**config.mk**
```make
export PLATFORM = sky130hd
export DESIGN_NAME = npc_resolver
export DESIGN_NICKNAME = d
export VERILOG_FILES = /design/src/rtl/npc_pkg.sv /design/src/rtl/npc_target_calc.sv /design/src/rtl/npc_pc_reg.sv /design/src/rtl/npc_resolver.sv
export SDC_FILE = /design/constraint.sdc
export NUM_CORES = 1
export LEC_CHECK = 0
export ABC_AREA = 1
export BUFFER_PORTS_ARGS = -buffer_cell sky130_fd_sc_hd__buf_2
export CAP_MARGIN = 15
export CORE_UTILIZATION = 40
export CTS_BUF_LIST = sky130_fd_sc_hd__clkbuf_16
export DETAILED_ROUTE_END_ITERATION = 10
export GPL_ROUTABILITY_DRIVEN = 1
export PLACE_DENSITY = 0.66
export SYNTH_ARGS = -nofsm -noshare
export SYNTH_HDL_FRONTEND = slang
export SYNTH_SLANG_ARGS = --single-unit
```
**constraint.sdc**
```tcl
create_clock -name clk_i -period 3.9 [get_ports clk_i]
set_input_delay 0.195 -clock clk_i [delete_from_list [all_inputs] [get_ports clk_i]]
set_output_delay 0.195 -clock clk_i [all_outputs]
set_load 0.05 [all_outputs]
```
**src/rtl/npc_pkg.sv**
```systemverilog
package npc_pkg;

    localparam int XLEN        = 32;
    localparam int OFF_W       = 16;
    localparam int JTGT_W      = 26;
    localparam int REGION_W    = XLEN - JTGT_W - 2;
    localparam int INSTR_BYTES = 4;
    localparam int WORD_SHIFT  = $clog2(INSTR_BYTES);

    typedef logic [XLEN-1:0] addr_t;

    typedef enum logic [1:0] {
        XK_SEQ  = 2'd0,
        XK_BNE  = 2'd1,
        XK_JMP  = 2'd2,
        XK_JREG = 2'd3
    } xfer_kind_e;

    typedef struct packed {
        logic  take;
        addr_t target;
    } redirect_t;

    function automatic addr_t seq_pc(input addr_t pc);
        return pc + addr_t'(INSTR_BYTES);
    endfunction

    function automatic addr_t branch_pc(input addr_t pc, input logic [OFF_W-1:0] off);
        addr_t ext;
        ext = {{(XLEN-OFF_W){off[OFF_W-1]}}, off};
        return seq_pc(pc) + (ext << WORD_SHIFT);
    endfunction

    function automatic addr_t region_pc(input addr_t pc, input logic [JTGT_W-1:0] tgt);
        return {pc[XLEN-1 -: REGION_W], tgt, {WORD_SHIFT{1'b0}}};
    endfunction

endpackage

```
**src/rtl/npc_target_calc.sv**
```systemverilog
module npc_target_calc
    import npc_pkg::*;
(
    input  xfer_kind_e              kind_i,
    input  addr_t                   ctl_pc_i,
    input  addr_t                   op_a_i,
    input  addr_t                   op_b_i,
    input  logic [OFF_W-1:0]        off_i,
    input  logic [JTGT_W-1:0]       jtgt_i,
    input  addr_t                   jreg_i,
    output redirect_t               redir_o
);

    logic differ;
    assign differ = (op_a_i != op_b_i);

    always_comb begin
        redir_o = '0;
        unique case (kind_i)
            XK_BNE: begin
                redir_o.take   = differ;
                redir_o.target = branch_pc(ctl_pc_i, off_i);
            end
            XK_JMP: begin
                redir_o.take   = 1'b1;
                redir_o.target = region_pc(ctl_pc_i, jtgt_i);
            end
            XK_JREG: begin
                redir_o.take   = 1'b1;
                redir_o.target = jreg_i;
            end
            default: begin
                redir_o.take   = 1'b0;
                redir_o.target = ctl_pc_i;
            end
        endcase
    end


    always_comb begin
        equal_bne_chk: assert (!(kind_i == XK_BNE && op_a_i == op_b_i) || !redir_o.take);
    end


    always_comb begin
        jump_region_chk: assert (kind_i != XK_JMP ||
            (redir_o.target[XLEN-1 -: REGION_W] == ctl_pc_i[XLEN-1 -: REGION_W]));
    end

endmodule

```
**src/rtl/npc_pc_reg.sv**
```systemverilog
module npc_pc_reg
    import npc_pkg::*;
#(
    parameter addr_t RESET_PC = '0
) (
    input  logic      clk_i,
    input  logic      rst_i,
    input  logic      stall_i,
    input  redirect_t redir_i,
    output addr_t     pc_o,
    output addr_t     next_pc_o,
    output logic      flush_o
);

    addr_t pc_q;
    logic  flush_q;

    always_comb begin
        if (redir_i.take)
            next_pc_o = redir_i.target;
        else if (stall_i)
            next_pc_o = pc_q;
        else
            next_pc_o = seq_pc(pc_q);
    end

    always_ff @(posedge clk_i) begin
        if (rst_i) begin
            pc_q    <= RESET_PC;
            flush_q <= 1'b0;
        end else begin
            pc_q    <= next_pc_o;
            flush_q <= redir_i.take;
        end
    end

    assign pc_o    = pc_q;
    assign flush_o = flush_q;


    stall_hold_chk: assert property (@(posedge clk_i) disable iff (rst_i)
        (stall_i && !redir_i.take) |=> $stable(pc_q));


    seq_step_chk: assert property (@(posedge clk_i) disable iff (rst_i)
        (!stall_i && !redir_i.take) |=> (pc_q == $past(pc_q) + addr_t'(INSTR_BYTES)));


    redirect_load_chk: assert property (@(posedge clk_i) disable iff (rst_i)
        redir_i.take |=> (pc_q == $past(redir_i.target)));


    flush_pulse_chk: assert property (@(posedge clk_i) disable iff (rst_i)
        !redir_i.take |=> !flush_q);

endmodule

```
**src/rtl/npc_resolver.sv**
```systemverilog
module npc_resolver
    import npc_pkg::*;
(
    input  logic        clk_i,
    input  logic        rst_i,
    input  logic        stall_i,
    input  logic [1:0]  kind_i,
    input  logic [31:0] ctl_pc_i,
    input  logic [31:0] op_a_i,
    input  logic [31:0] op_b_i,
    input  logic [15:0] off_i,
    input  logic [25:0] jtgt_i,
    input  logic [31:0] jreg_i,
    output logic [31:0] pc_o,
    output logic [31:0] next_pc_o,
    output logic        flush_o
);

    redirect_t redir;

    npc_target_calc u_calc (
        .kind_i   (xfer_kind_e'(kind_i)),
        .ctl_pc_i (ctl_pc_i),
        .op_a_i   (op_a_i),
        .op_b_i   (op_b_i),
        .off_i    (off_i),
        .jtgt_i   (jtgt_i),
        .jreg_i   (jreg_i),
        .redir_o  (redir)
    );

    npc_pc_reg #(.RESET_PC('0)) u_pc (
        .clk_i     (clk_i),
        .rst_i     (rst_i),
        .stall_i   (stall_i),
        .redir_i   (redir),
        .pc_o      (pc_o),
        .next_pc_o (next_pc_o),
        .flush_o   (flush_o)
    );


    taken_flush_chk: assert property (@(posedge clk_i) disable iff (rst_i)
        (kind_i != 2'd0 && (kind_i != 2'd1 || op_a_i != op_b_i)) |=> flush_o);


    reset_state_chk: assert property (@(posedge clk_i)
        rst_i |=> (pc_o == 32'h0 && !flush_o));

endmodule

```
* After elaboration in Yosys (flattened, before gate mapping) *
Index checks and enable logic that the tools add are counted.

cells by class
  equality and inequality tests = 4
  div/mod/pow operators = 0
  shift-type cells = 0
  add/sub/neg operators = 3
  $lt $le $gt $ge = 0
  multiply operators = 0
  bitwise gates (word level) = 0
  muxes and demuxes = 3
  reductions and logical operators = 0

operator list
  operator                                              count
  case mux 33 bit (3 select lines)                      1
  adder 32 x 3 -> 32 bit (second input constant)        2
  2-to-1 mux 32 bit                                     2
  adder 32 bit                                          1
  != test 32 bit                                        1
  equality test 2 bit (second input constant)           2
  equality test 2 x 1 -> 1 bit (second input constant)  1

word-level totals
  word-level logic and storage cells = 12
  bits in read-only memories = 0
  bits in latches = 0
  register bits = 33
  bits of input ports = 175
  memories kept = 0
  bits in writable memories = 0

* Depth between registers and ports, before layout *
Gate-level depths: netlist of run 1.

  word-level depth = 4
  mapped depth = 20
  depth with buffers taken out = 20

* Cells and area by module *
Synthesis of run 1 repeated with hierarchy kept, for this count alone.

unflattened totals
  cells, all modules = 1078
  area, all modules = 5965.7 um^2

by module, submodules not included
  module           instances  cells an instance  seq. area each (um^2)  area each (um^2)
  npc_target_calc  1          731                0.0                    3838.7
  npc_pc_reg       1          347                660.6                  2127.0

* Worst setup path after synthesis of run 1 *
Ideal clock, no wire load.

  path type = register to output
  start point = reg u_pc.pc_q[3] (netlist: u_pc.pc_o[3])
  end point = out next_pc_o[24]
  buffers on the path = 0
  slack = 1393 ps
  stages on the path, launching flop included = 13
  data required time = 3705 ps
  data arrival time = 2312 ps
  path through = dfxtp_1 > ha_1 > nand3_2 > nor2_4 > nand2_4 > nor2_8 > nand3_4 > nor2_2 > nand2_1 > xor2_1 > nand2_1 > nand2_2 > inv_1

between the ends
  longest elaborated chain between the ends = 3

RTL lines
  element                   line                source
  start: declaration        npc_pc_reg.sv:15    addr_t pc_q;
  start signal: assignment  npc_pc_reg.sv:32    pc_q <= next_pc_o;
  adder 32 x 3 -> 32 bit    npc_pkg.sv:25       return pc + addr_t'(INSTR_BYTES);
  2-to-1 mux 32 bit         npc_pc_reg.sv:21    else if (stall_i)
  2-to-1 mux 32 bit         npc_pc_reg.sv:19    if (redir_i.take)
  end: declaration          npc_resolver.sv:15  output logic [31:0] next_pc_o,

Every way passes these cells.

* Final worst setup path of run 1 *
  start point = in ctl_pc_i[3]
  end point = out next_pc_o[29]

between the ends
  longest elaborated chain between the ends = 4

RTL lines
  element                           line                   source
  start: declaration                npc_resolver.sv:8      input logic [31:0] ctl_pc_i,
  adder 32 x 3 -> 32 bit            npc_pkg.sv:25
  adder 32 bit                      npc_pkg.sv:31          return seq_pc(pc) + (ext << WORD_SHIFT);
  case mux 33 bit (3 select lines)  npc_target_calc.sv:19  unique case (kind_i)
  2-to-1 mux 32 bit                 npc_pc_reg.sv:19

Every way passes these cells.

==> results.sh, run 1 <==
export IMPL_outcome="finished, final reports clean"
export IMPL_p_per_area_mw_per_mm2=264
export IMPL_clock_latency_ns=0.28
export IMPL_ios=240
export IMPL_wl_per_cell_um=14.0
export IMPL_r2r_start="u_pc.pc_o[9]"
export IMPL_cts_setup_buffers=0
export IMPL_clkSinkCount=33
export IMPL_die_area_mm2=0.0148
export IMPL_synth_async_reset_ratio_pct=0
export IMPL_start_util_pct=41.2
export IMPL_htree_levels=2
export IMPL_die_w_um=122
export IMPL_max_cap_violations=0
export IMPL_synth_edf_count=0
export IMPL_ys_flop_type="dfxtp_1"
export IMPL_via_per_inst=5.01
export IMPL_rr_endpoint="u_pc.pc_o[28]"
export IMPL_rows=43
export IMPL_worstMarginPinSlew_ns=0.970
export IMPL_cp_startpoint="ctl_pc_i[3]"
export IMPL_ant_nets=0
export IMPL_root_buffer="clkbuf_16"
export IMPL_syn_to_final_growth_pct=25.9
export IMPL_cts_tree="yes"
export IMPL_final_max_slew_viol_count=0
export IMPL_worst_ep_arrival_time_ns=2.73
export IMPL_grt_max_degree=54
export IMPL_fin_setup_tns_ns=0
export IMPL_grt_pass1_wl_um=31500
export IMPL_dp_hpwl_um=16900
export IMPL_drt_first_pass_iters=7
export IMPL_ys_warnings_count=0
export IMPL_drive_gt1_share_pct=23.3
export IMPL_clock_skew_ns=0.00215
export IMPL_fin_crit_sh_pct=75.1
export IMPL_rsz0062_at_grt="no"
export IMPL_power_leakage_nw=4.19
export IMPL_fin_nets=1482
export IMPL_synth_nets=1253
export IMPL_finalHoldViolCount=0
export IMPL_synthAdderAreaFrac_pct=13.0
export IMPL_crit_required_ns=3.70
export IMPL_first_iter_violations=578
export IMPL_syn_cell_area_mm2=0.00574
export IMPL_reg2reg_slack_ns=1.88
export IMPL_vias=7160
export IMPL_postCtsHoldBufs=0
export IMPL_worstPathMaxFanout=5
export IMPL_synth_top_family_by_area="simple AND/OR/NAND/NOR gates"
export IMPL_r2r_cells=11
export IMPL_slew_headroom_pct=35.1
export IMPL_fin_crit_ns=2.93
export IMPL_cp_start_kind="primary input"
export IMPL_avgSynthCellArea_um2=5.64
export IMPL_criticalPathCategory="in -> out"
export IMPL_syn_inst=1019
export IMPL_synth_seq_cells=33
export IMPL_hold_path_class="in -> reg"
export IMPL_cts_resized=0
export IMPL_end_kind="primary output"
export IMPL_synth_area_mux_share_pct=0
export IMPL_fillers=1549
export IMPL_antenna_cells=0
export IMPL_ir_drop_uv=187
export IMPL_clockBufferDepth=2
export IMPL_fmax_mhz=341
export IMPL_coreArea_mm2=0.0139
export IMPL_cts_made_buffers=5
export IMPL_synth_common_cells="nand2_1, inv_1, nor2_1, nand3_1, ha_1"
export IMPL_yosysSeqAreaShare_pct=11.5
export IMPL_wirelength_um=20000
export IMPL_endpoint="next_pc_o[29]"
export IMPL_setup_violations=0
export IMPL_synth_xor_area_share_pct=6.10
export IMPL_synth_largest_area_cell="nand2_1"
export IMPL_die_height_um=122
export IMPL_synth_compound_area_share_pct=11.7
export IMPL_gp_congestion=0.934
export IMPL_yosys_area_share_simple_pct=45.9
export IMPL_synth_top_area_share_pct=22.7
export IMPL_fin_util_pct=51.9
export IMPL_io_buffers=239
export IMPL_synth_top_cells_by_area="nand2_1, ha_1, dfxtp_1"
export IMPL_synth_most_common_cell="nand2_1"
export IMPL_yosysUniqueCellTypes=43
export IMPL_hold_path_startpoint="jreg_i[1]"
export IMPL_path_clk_slew_ns=0.05
export IMPL_grt_antenna_before_repair=0
export IMPL_total_power_w=0.00191
export IMPL_grt_ovfl_total=0
export IMPL_drc=0
export IMPL_grt_pass1_vias=6560
export IMPL_track_usage_pct=27.0
[state kept, by name, summed over array words and instances (netlist names)]
name and count:
u_pc.flush_o 1, u_pc.pc_o 32
[per-stage QoR]
step           cells  area (um^2)  setup WS (ns)  hold WS, ns
6_report        1429         7230          0.972        0.317
3_5_place_dp    1421         7100          0.979        0.491
3_3_place_gp    1421         7100           1.05        0.482
2_1_floorplan   1019         5740           1.39        0.444
5_1_grt         1429         7230          0.667        0.341
4_1_cts         1429         7230          0.964        0.320
[worst min path at each step]
stage,to,depth (start not counted)
after floorplan,u_pc.pc_o[4],3
after global placement,u_pc.pc_o[1],2
after detailed placement,u_pc.pc_o[0],2
after CTS,u_pc.pc_o[1],5
after global routing,u_pc.pc_o[1],5
final,u_pc.pc_o[1],5
[per-layer routing]
metal	global-route usage [%]	routed length, um
met1	33.7	8680
met2	48.5	9410
met3	3.84	1560
met4	5.71	349
met5	0	0
[critical path, cell delays in order]
cell     delay [ns]
buf_2          0.10
ha_1           0.27
ha_1           0.18
inv_1          0.08
fa_1           0.36
inv_1          0.10
nand3_1        0.07
nand2_1        0.19
nand2_1        0.07
nand2_1        0.13
nand2_1        0.07
nand2_1        0.14
nand3_1        0.13
nand3_1        0.09
nand3_1        0.07
nand2_1        0.11
nand2_1        0.08
inv_1          0.05
buf_2          0.25
[where the power goes]
group | internal (W) | leakage, nW | switching [W]
sequential | 0.000368 | 0.274 | 0.0000467
clock | 0.000231 | 0.0687 | 0.000149
combinational | 0.000352 | 3.84 | 0.000767
[cell type report]
type	instances	area (um^2)	area share (%)
inverter	156	586	8.09
clock inverter	3	12.5	0.173
timing repair buffer	242	1220	16.8
multi-input combinational	810	4410	60.9
sequential	33	661	9.13
tap	180	225	3.11
clock buffer	5	125	1.73
[cell usage in the layout (no fill, tap or decap), types with 2 or more instances in the layout]
cell type	netlist	routed
a21o_1	3	3
a21oi_1	45	45
a221oi_1	7	7
a22o_1	17	17
and2_1	3	3
buf_2	10	239
buf_4	1	3
clkbuf_16	0	5
clkinv_1	0	2
dfxtp_1	33	33
ha_1	58	58
inv_1	153	153
inv_2	3	3
nand2_1	348	348
nand2_2	4	4
nand2_4	2	2
nand3_1	68	68
nand3_2	3	3
nand3b_1	8	8
nand4_1	16	16
nor2_1	105	105
nor2_2	7	7
nor2_4	2	2
nor3_1	10	10
nor3_2	8	8
nor4_1	2	2
o21ai_0	20	20
o21ai_1	2	2
o21bai_1	6	6
o22ai_1	4	4
or2_0	2	2
or2_1	2	2
or2_2	10	10
xnor2_1	25	25
xor2_1	15	15
[cells by family (layout without fill, tap and decap cells)]
| logic type | Yosys count | after routing |
|---|---|---|
| AND/OR/NAND/NOR | 603 | 603 |
| buffers and inverters | 176 | 406 |
| AO/OA/AOI/OAI | 108 | 108 |
| adder cells (fa/ha/maj) | 59 | 59 |
| XOR/XNOR | 40 | 40 |
| flip-flops | 33 | 33 |
No activity file was read; power rests on OpenSTA's default activity.
==> run 2: changes to the inputs <==
Settings changed: ABC_AREA 1 to 0, PLACE_DENSITY 0.66 to 0.68.
Clock period 3.9 ns to 3.07 ns, I/O delays scaled along.
==> run 2 against run 1 <==
Effect of this change:
- power is 41% higher
- flip-flop and latch count stayed put
- utilization is 7.6 points higher
- setup slack worse by 0.90 ns
- clock power is 28% higher
- sequential share of layout area hardly changed
- sequential power is 25% higher
- critical endpoint is now next_pc_o[25]
- first-iteration DRC count is 7.8% lower
- worst hold slack worse by 0.15 ns
- largest cell class unchanged
- via count is 12% lower
- synthesized cell count is 33% lower
- combinational power is 51% higher
==> results.sh, run 2 <==
export IMPL_hold_path_class="in -> reg"
export IMPL_holdWs_ns=0.172
export IMPL_gp_congestion=0.956
export IMPL_ir_drop_uv=208
export IMPL_yosysSeqAreaShare_pct=13.0
export IMPL_outcome="finished, final reports clean"
export IMPL_cts_setup_buffers=0
export IMPL_total_power_w=0.00269
export IMPL_avgSynthCellArea_um2=7.38
export IMPL_synth_seq_cells=33
export IMPL_final_setup_worst_slack_ns=0.0708
export IMPL_fin_crit_sh_pct=97.7
export IMPL_ys_flop_type="dfxtp_1"
export IMPL_grt_antenna_before_repair=0
export IMPL_drt_first_pass_iters=5
export IMPL_final_max_slew_viol_count=0
export IMPL_syn_inst=686
export IMPL_crit_required_ns=2.92
export IMPL_grt_ovfl_total=0
export IMPL_clkSinkCount=33
export IMPL_clock_skew_ns=0.00409
export IMPL_rsz0062_at_grt="yes"
export IMPL_first_iter_violations=533
export IMPL_rows=40
export IMPL_vias=6305
export IMPL_setup_violations=0
export IMPL_largest_register_ffs=32
export IMPL_grt_pass1_vias=5880
export IMPL_wl_per_cell_um=16.6
export IMPL_wirelength_um=18900
export IMPL_synth_most_common_cell="ha_1"
export IMPL_power_leakage_nw=3.48
export IMPL_dp_hpwl_um=15900
export IMPL_p_seq_share_pct=19.2
export IMPL_fmax_mhz=333
export IMPL_yosysUniqueCellTypes=74
export IMPL_placedInstanceArea_mm2=0.00693
export IMPL_cts_made_buffers=5
export IMPL_synth_async_reset_ratio_pct=0
export IMPL_cp_start_kind="primary input"
export IMPL_p_per_area_mw_per_mm2=372
export IMPL_coreArea_mm2=0.0122
export IMPL_final_cell_mix="buf_2, buf_4, nand2_1, ha_1, nor2_1"
export IMPL_clkPwrFrac_pct=18.1
export IMPL_ant_nets=0
export IMPL_synth_top_area_share_pct=14.3
export IMPL_ys_warnings_count=0
export IMPL_finalHoldViolCount=0
export IMPL_die_height_um=115
export IMPL_htree_levels=2
export IMPL_synth_common_cells="ha_1, nand2_1, nor2_1, xor2_1, a21oi_1"
export IMPL_worst_ep_arrival_time_ns=2.85
export IMPL_drc=0
export IMPL_synth_largest_area_cell="ha_1"
export IMPL_die_area_mm2=0.0131
export IMPL_dp_slack_ns=-0.0933
export IMPL_fin_nets=1207
export IMPL_max_cap_violations=0
export IMPL_ios=240
export IMPL_synth_edf_count=0
export IMPL_fin_crit_ns=3.00
export IMPL_worstMarginPinSlew_ns=0.678
export IMPL_worstPathMaxFanout=6
export IMPL_clockBufferDepth=2
export IMPL_p_switching_w=0.00128
export IMPL_antenna_cells=0
export IMPL_end_kind="primary output"
export IMPL_criticalPathCategory="in -> out"
export IMPL_track_usage_pct=28.4
export IMPL_fin_setup_tns_ns=0
export IMPL_postCtsHoldBufs=0
export IMPL_path_clk_slew_ns=0.05
export IMPL_synth_nets=920
export IMPL_sw_frac_of_total_pct=47.5
export IMPL_grt_pass1_wl_um=29500
export IMPL_grt_max_degree=26
export IMPL_drive_gt1_share_pct=37.1
export IMPL_io_buffers=239
export IMPL_stdcell_area_mm2=0.00724
export IMPL_root_buffer="clkbuf_16"
export IMPL_synth_top_cells_by_area="ha_1, dfxtp_1, xor2_1"
export IMPL_die_w_um=115
export IMPL_syn_to_final_growth_pct=43.0
export IMPL_via_per_inst=5.52
export IMPL_p_comb_share_pct=62.8
export IMPL_start_util_pct=41.6
export IMPL_clock_latency_ns=0.28
export IMPL_slew_headroom_pct=54.8
export IMPL_final_common_cell="buf_2"
export IMPL_cts_tree="yes"
export IMPL_intPower_w=0.00141
export IMPL_syn_cell_area_mm2=0.00506
-- run 2: through the flow --
step / instances / utilization [%]
floorplan: 686 / -
global placement: 1134 / 57.0
detailed placement: 1134 / 57.0
CTS: 1142 / 58.3
global route: 1142 / 59.5
finish: 1142 / 59.5
-- run 2: cells by family (layout without fill, tap and decap cells) --
logic type,after synthesis,in the layout,synth area share (%)
AOI/OAI and AO/OA,219,219,29.7
xor gates and xnor gates,70,70,12.1
muxes,12,12,2.42
DFF,33,33,13.0
adders and majority gates,59,59,14.7
buffers and inverters,57,345,4.62
and+or+nand+nor,236,236,23.4
-- run 2: repair_timing --
item / 4_1_cts / 5_1_grt
hold endpoints to repair: 0 / 0
gates resized for setup: 5 / 42
setup endpoints to repair: 5 / 21
pin swaps: 0 / 12
-- run 2: worst max-delay path: stages --
cell and delay, ns:
buf_2 0.10, ha_1 0.29, ha_1 0.36, a21o_1 0.18, a21oi_1 0.25, nor2b_1 0.31, a211o_1 0.24, a21oi_2 0.10
or3_1 0.39, a31o_1 0.26, clkbuf_4 0.22
-- run 2: worst paths after layout --
path	cells past startpoint	slack (ns)	from	endpoint
max	11	0.07	ctl_pc_i[10]	next_pc_o[25]
min	2	0.17	jtgt_i[17]	u_pc.pc_o[19]
max reg2reg	8	0.57	u_pc.pc_o[2]	u_pc.pc_o[30]
min reg2reg	3	0.63	u_pc.pc_o[0]	u_pc.pc_o[0]
-- run 2: area by class of cell --
type | instances | area, um^2
Clock buffer | 5 | 125
Clock inverter | 3 | 17.5
Fill cell | 1219 | 4920
Inverter | 20 | 75.1
Multi-Input combinational cell | 596 | 4320
Sequential cell | 33 | 661
Tap cell | 168 | 210
Timing Repair Buffer | 317 | 1830
-- run 2: layer usage --
| layer | global-route usage [%] | vias to the layer above | routed length, um |
|---|---|---|---|
| met2 | 45.6 | 276 | 8470 |
| met3 | 2.70 | 27 | 1330 |
| met1 | 40.2 | 2853 | 8770 |
| met5 | 0 | - | 0 |
| met4 | 7.62 | 0 | 370 |
| li1 | - | 3149 | - |
-- run 2: power groups by stage --
| stage | Sequential [W] | Combinational [W] | Clock (W) |
|---|---|---|---|
| after floorplan | 0.000659 | 0.000906 | 0 |
| final | 0.000517 | 0.00169 | 0.000486 |
| after detailed placement | 0.000524 | 0.00162 | 0 |
| after global routing | 0.000522 | 0.00182 | 0.000501 |
| after global placement | 0.000522 | 0.00161 | 0 |
| after CTS | 0.000515 | 0.00163 | 0.000489 |
==> run 3: changes to the inputs <==
Settings changed: REMOVE_ABC_BUFFERS set to 1, SKIP_CTS_REPAIR_TIMING set to 1.
==> run 3 against run 2 <==
Effect of this change:
- clock-buffer cell count unchanged
- global-route usage decreased by 0.42 points
- combinational power about the same
- worst hold slack improved by 0.011 ns
- flip-flop and latch count unchanged
- die area unchanged
- register-to-register slack improved by 0.29 ns
- wire length decreased by 1.0%
- clock power increased by 14%
- first-iteration DRC count decreased by 33%
- final cell count decreased by 0.44%
- clock skew decreased by 0.0011 ns
- critical endpoint is now next_pc_o[18]
- largest cell class unchanged
==> results.sh, run 3 (synthesis results as in run 2) <==
export IMPL_outcome="finished, final reports clean"
export IMPL_fillers=1210
export IMPL_root_buffer="clkbuf_16"
export IMPL_placedInstanceArea_mm2=0.00686
export IMPL_whs_path_depth=2
export IMPL_clock_skew_ns=0.00301
export IMPL_fmax_mhz=334
export IMPL_htree_levels=2
export IMPL_cts_tree="yes"
export IMPL_via_per_inst=5.50
export IMPL_ir_drop_uv=217
export IMPL_path_clk_slew_ns=0.05
export IMPL_cts_made_buffers=5
export IMPL_wirelength_um=18700
export IMPL_die_w_um=115
export IMPL_drive_gt1_share_pct=36.4
export IMPL_fin_setup_tns_ns=0
export IMPL_grt_antenna_before_repair=0
export IMPL_end_kind="primary output"
export IMPL_r2r_cells=7
export IMPL_track_usage_pct=27.9
export IMPL_worstPathMaxFanout=4
export IMPL_dp_slack_ns=-0.125
export IMPL_largest_register_ffs=32
export IMPL_first_iter_violations=357
export IMPL_clkSinkCount=33
export IMPL_fin_nets=1202
export IMPL_coreArea_mm2=0.0122
export IMPL_crit_family="compound AO/OA/AOI/OAI gates"
export IMPL_criticalPathCategory="in -> out"
export IMPL_drt_first_pass_iters=5
export IMPL_slew_headroom_pct=61.9
export IMPL_final_common_cell="buf_2"
export IMPL_crit_required_ns=2.92
export IMPL_drc=0
export IMPL_worstMarginPinSlew_ns=0.572
export IMPL_syn_to_final_growth_pct=42.3
export IMPL_hold_path_class="in -> reg"
export IMPL_final_cell_mix="buf_2, buf_4, nand2_1, ha_1, nor2_1"
export IMPL_grt_pass1_wl_um=28900
export IMPL_crit_buf_inv=3
export IMPL_grt_ovfl_total=0
export IMPL_power_leakage_nw=3.46
export IMPL_cp_start_kind="primary input"
export IMPL_io_buffers=239
export IMPL_fin_crit_ns=3.00
export IMPL_cpPeakStageDelay_ns=0.41
export IMPL_ant_nets=0
export IMPL_path_depth=11
export IMPL_die_area_mm2=0.0131
export IMPL_stdcell_area_mm2=0.00720
export IMPL_worst_ep_arrival_time_ns=2.84
export IMPL_max_cap_violations=0
export IMPL_fin_crit_sh_pct=97.6
export IMPL_wl_per_cell_um=16.5
export IMPL_final_setup_worst_slack_ns=0.0737
export IMPL_finalHoldViolCount=0
export IMPL_crit_chain="buf_2, ha_1, buf_4, ha_1, a21o_1, nand4_1, a211oi_1, o2111ai_1, a211o_1, a32oi_1, buf_2"
export IMPL_grt_max_degree=27
export IMPL_cp_slowest_cell="a211oi_1"
export IMPL_gp_congestion=0.953
export IMPL_grt_pass1_vias=5796
export IMPL_clockBufferDepth=2
export IMPL_start_util_pct=41.6
export IMPL_setup_violations=0
export IMPL_dp_hpwl_um=15600
export IMPL_p_per_area_mw_per_mm2=380
export IMPL_rows=40
export IMPL_antenna_cells=0
export IMPL_die_height_um=115
export IMPL_clock_latency_ns=0.28
export IMPL_ios=240
export IMPL_final_max_slew_viol_count=0
export IMPL_vias=6257
## run 3: changes by cell type in the layout (fill, tap and decap cells not counted), sizes merged
cell,delta
clkinvlp,-1
buf,-2
clkinv,-1
clkbuf,-3
bufinv,+1
inv,+1
## run 3: final timing paths
| path | start | end | slack [ns] |
|---|---|---|---|
| max reg2reg | u_pc.pc_o[13] | u_pc.pc_o[31] | 0.86 |
| min | jtgt_i[17] | u_pc.pc_o[19] | 0.18 |
| min reg2reg | u_pc.pc_o[0] | u_pc.pc_o[0] | 0.61 |
| max | ctl_pc_i[4] | next_pc_o[18] | 0.07 |
## run 3: metrics by stage
step	cells	total power, W	utilization, %	hold WS, ns
after CTS	1136	0.00268	57.8	0.178
after global placement	1128	0.00212	56.4	0.459
final	1137	0.00274	59.2	0.183
after detailed placement	1128	0.00212	56.4	0.463
after floorplan	649	0.00154	-	0.226
after global routing	1137	0.00290	59.2	0.184
## run 3: power by group
group	total, W	switching (W)	internal (W)
Combinational	0.00167	0.00104	0.000633
Clock	0.000554	0.000177	0.000376
Sequential	0.000516	0.0000453	0.000471
Total	0.00274	0.00126	0.00148
## run 3: worst register-to-register path, stage by stage, from the launching register on
cell,delay [ns]
dfxtp_1,0.39
and3_1,0.27
nand3_1,0.28
nor4_2,0.53
nand3_1,0.16
xor2_1,0.16
a2bb2oi_1,0.20
o311a_1,0.18
## run 3: final cells by class
| type | count | area (um^2) | share of cell area, % |
|---|---|---|---|
| inverter | 20 | 77.6 | 1.08 |
| sequential | 33 | 661 | 9.17 |
| tap | 168 | 210 | 2.92 |
| timing repair buffer | 312 | 1780 | 24.7 |
| clock inverter | 3 | 37.5 | 0.521 |
| clock buffer | 5 | 125 | 1.74 |
| multi-input combinational | 596 | 4310 | 59.9 |
## run 3: routing by layer
metal / vias to the layer above / GRT usage, % / share of wire [%]
met4: 0 / 9.78 / 2.9
met5: - / 0 / 0
met3: 32 / 2.22 / 5.8
met2: 224 / 48.6 / 48
li1: 3143 / - / -
met1: 2858 / 36.1 / 43
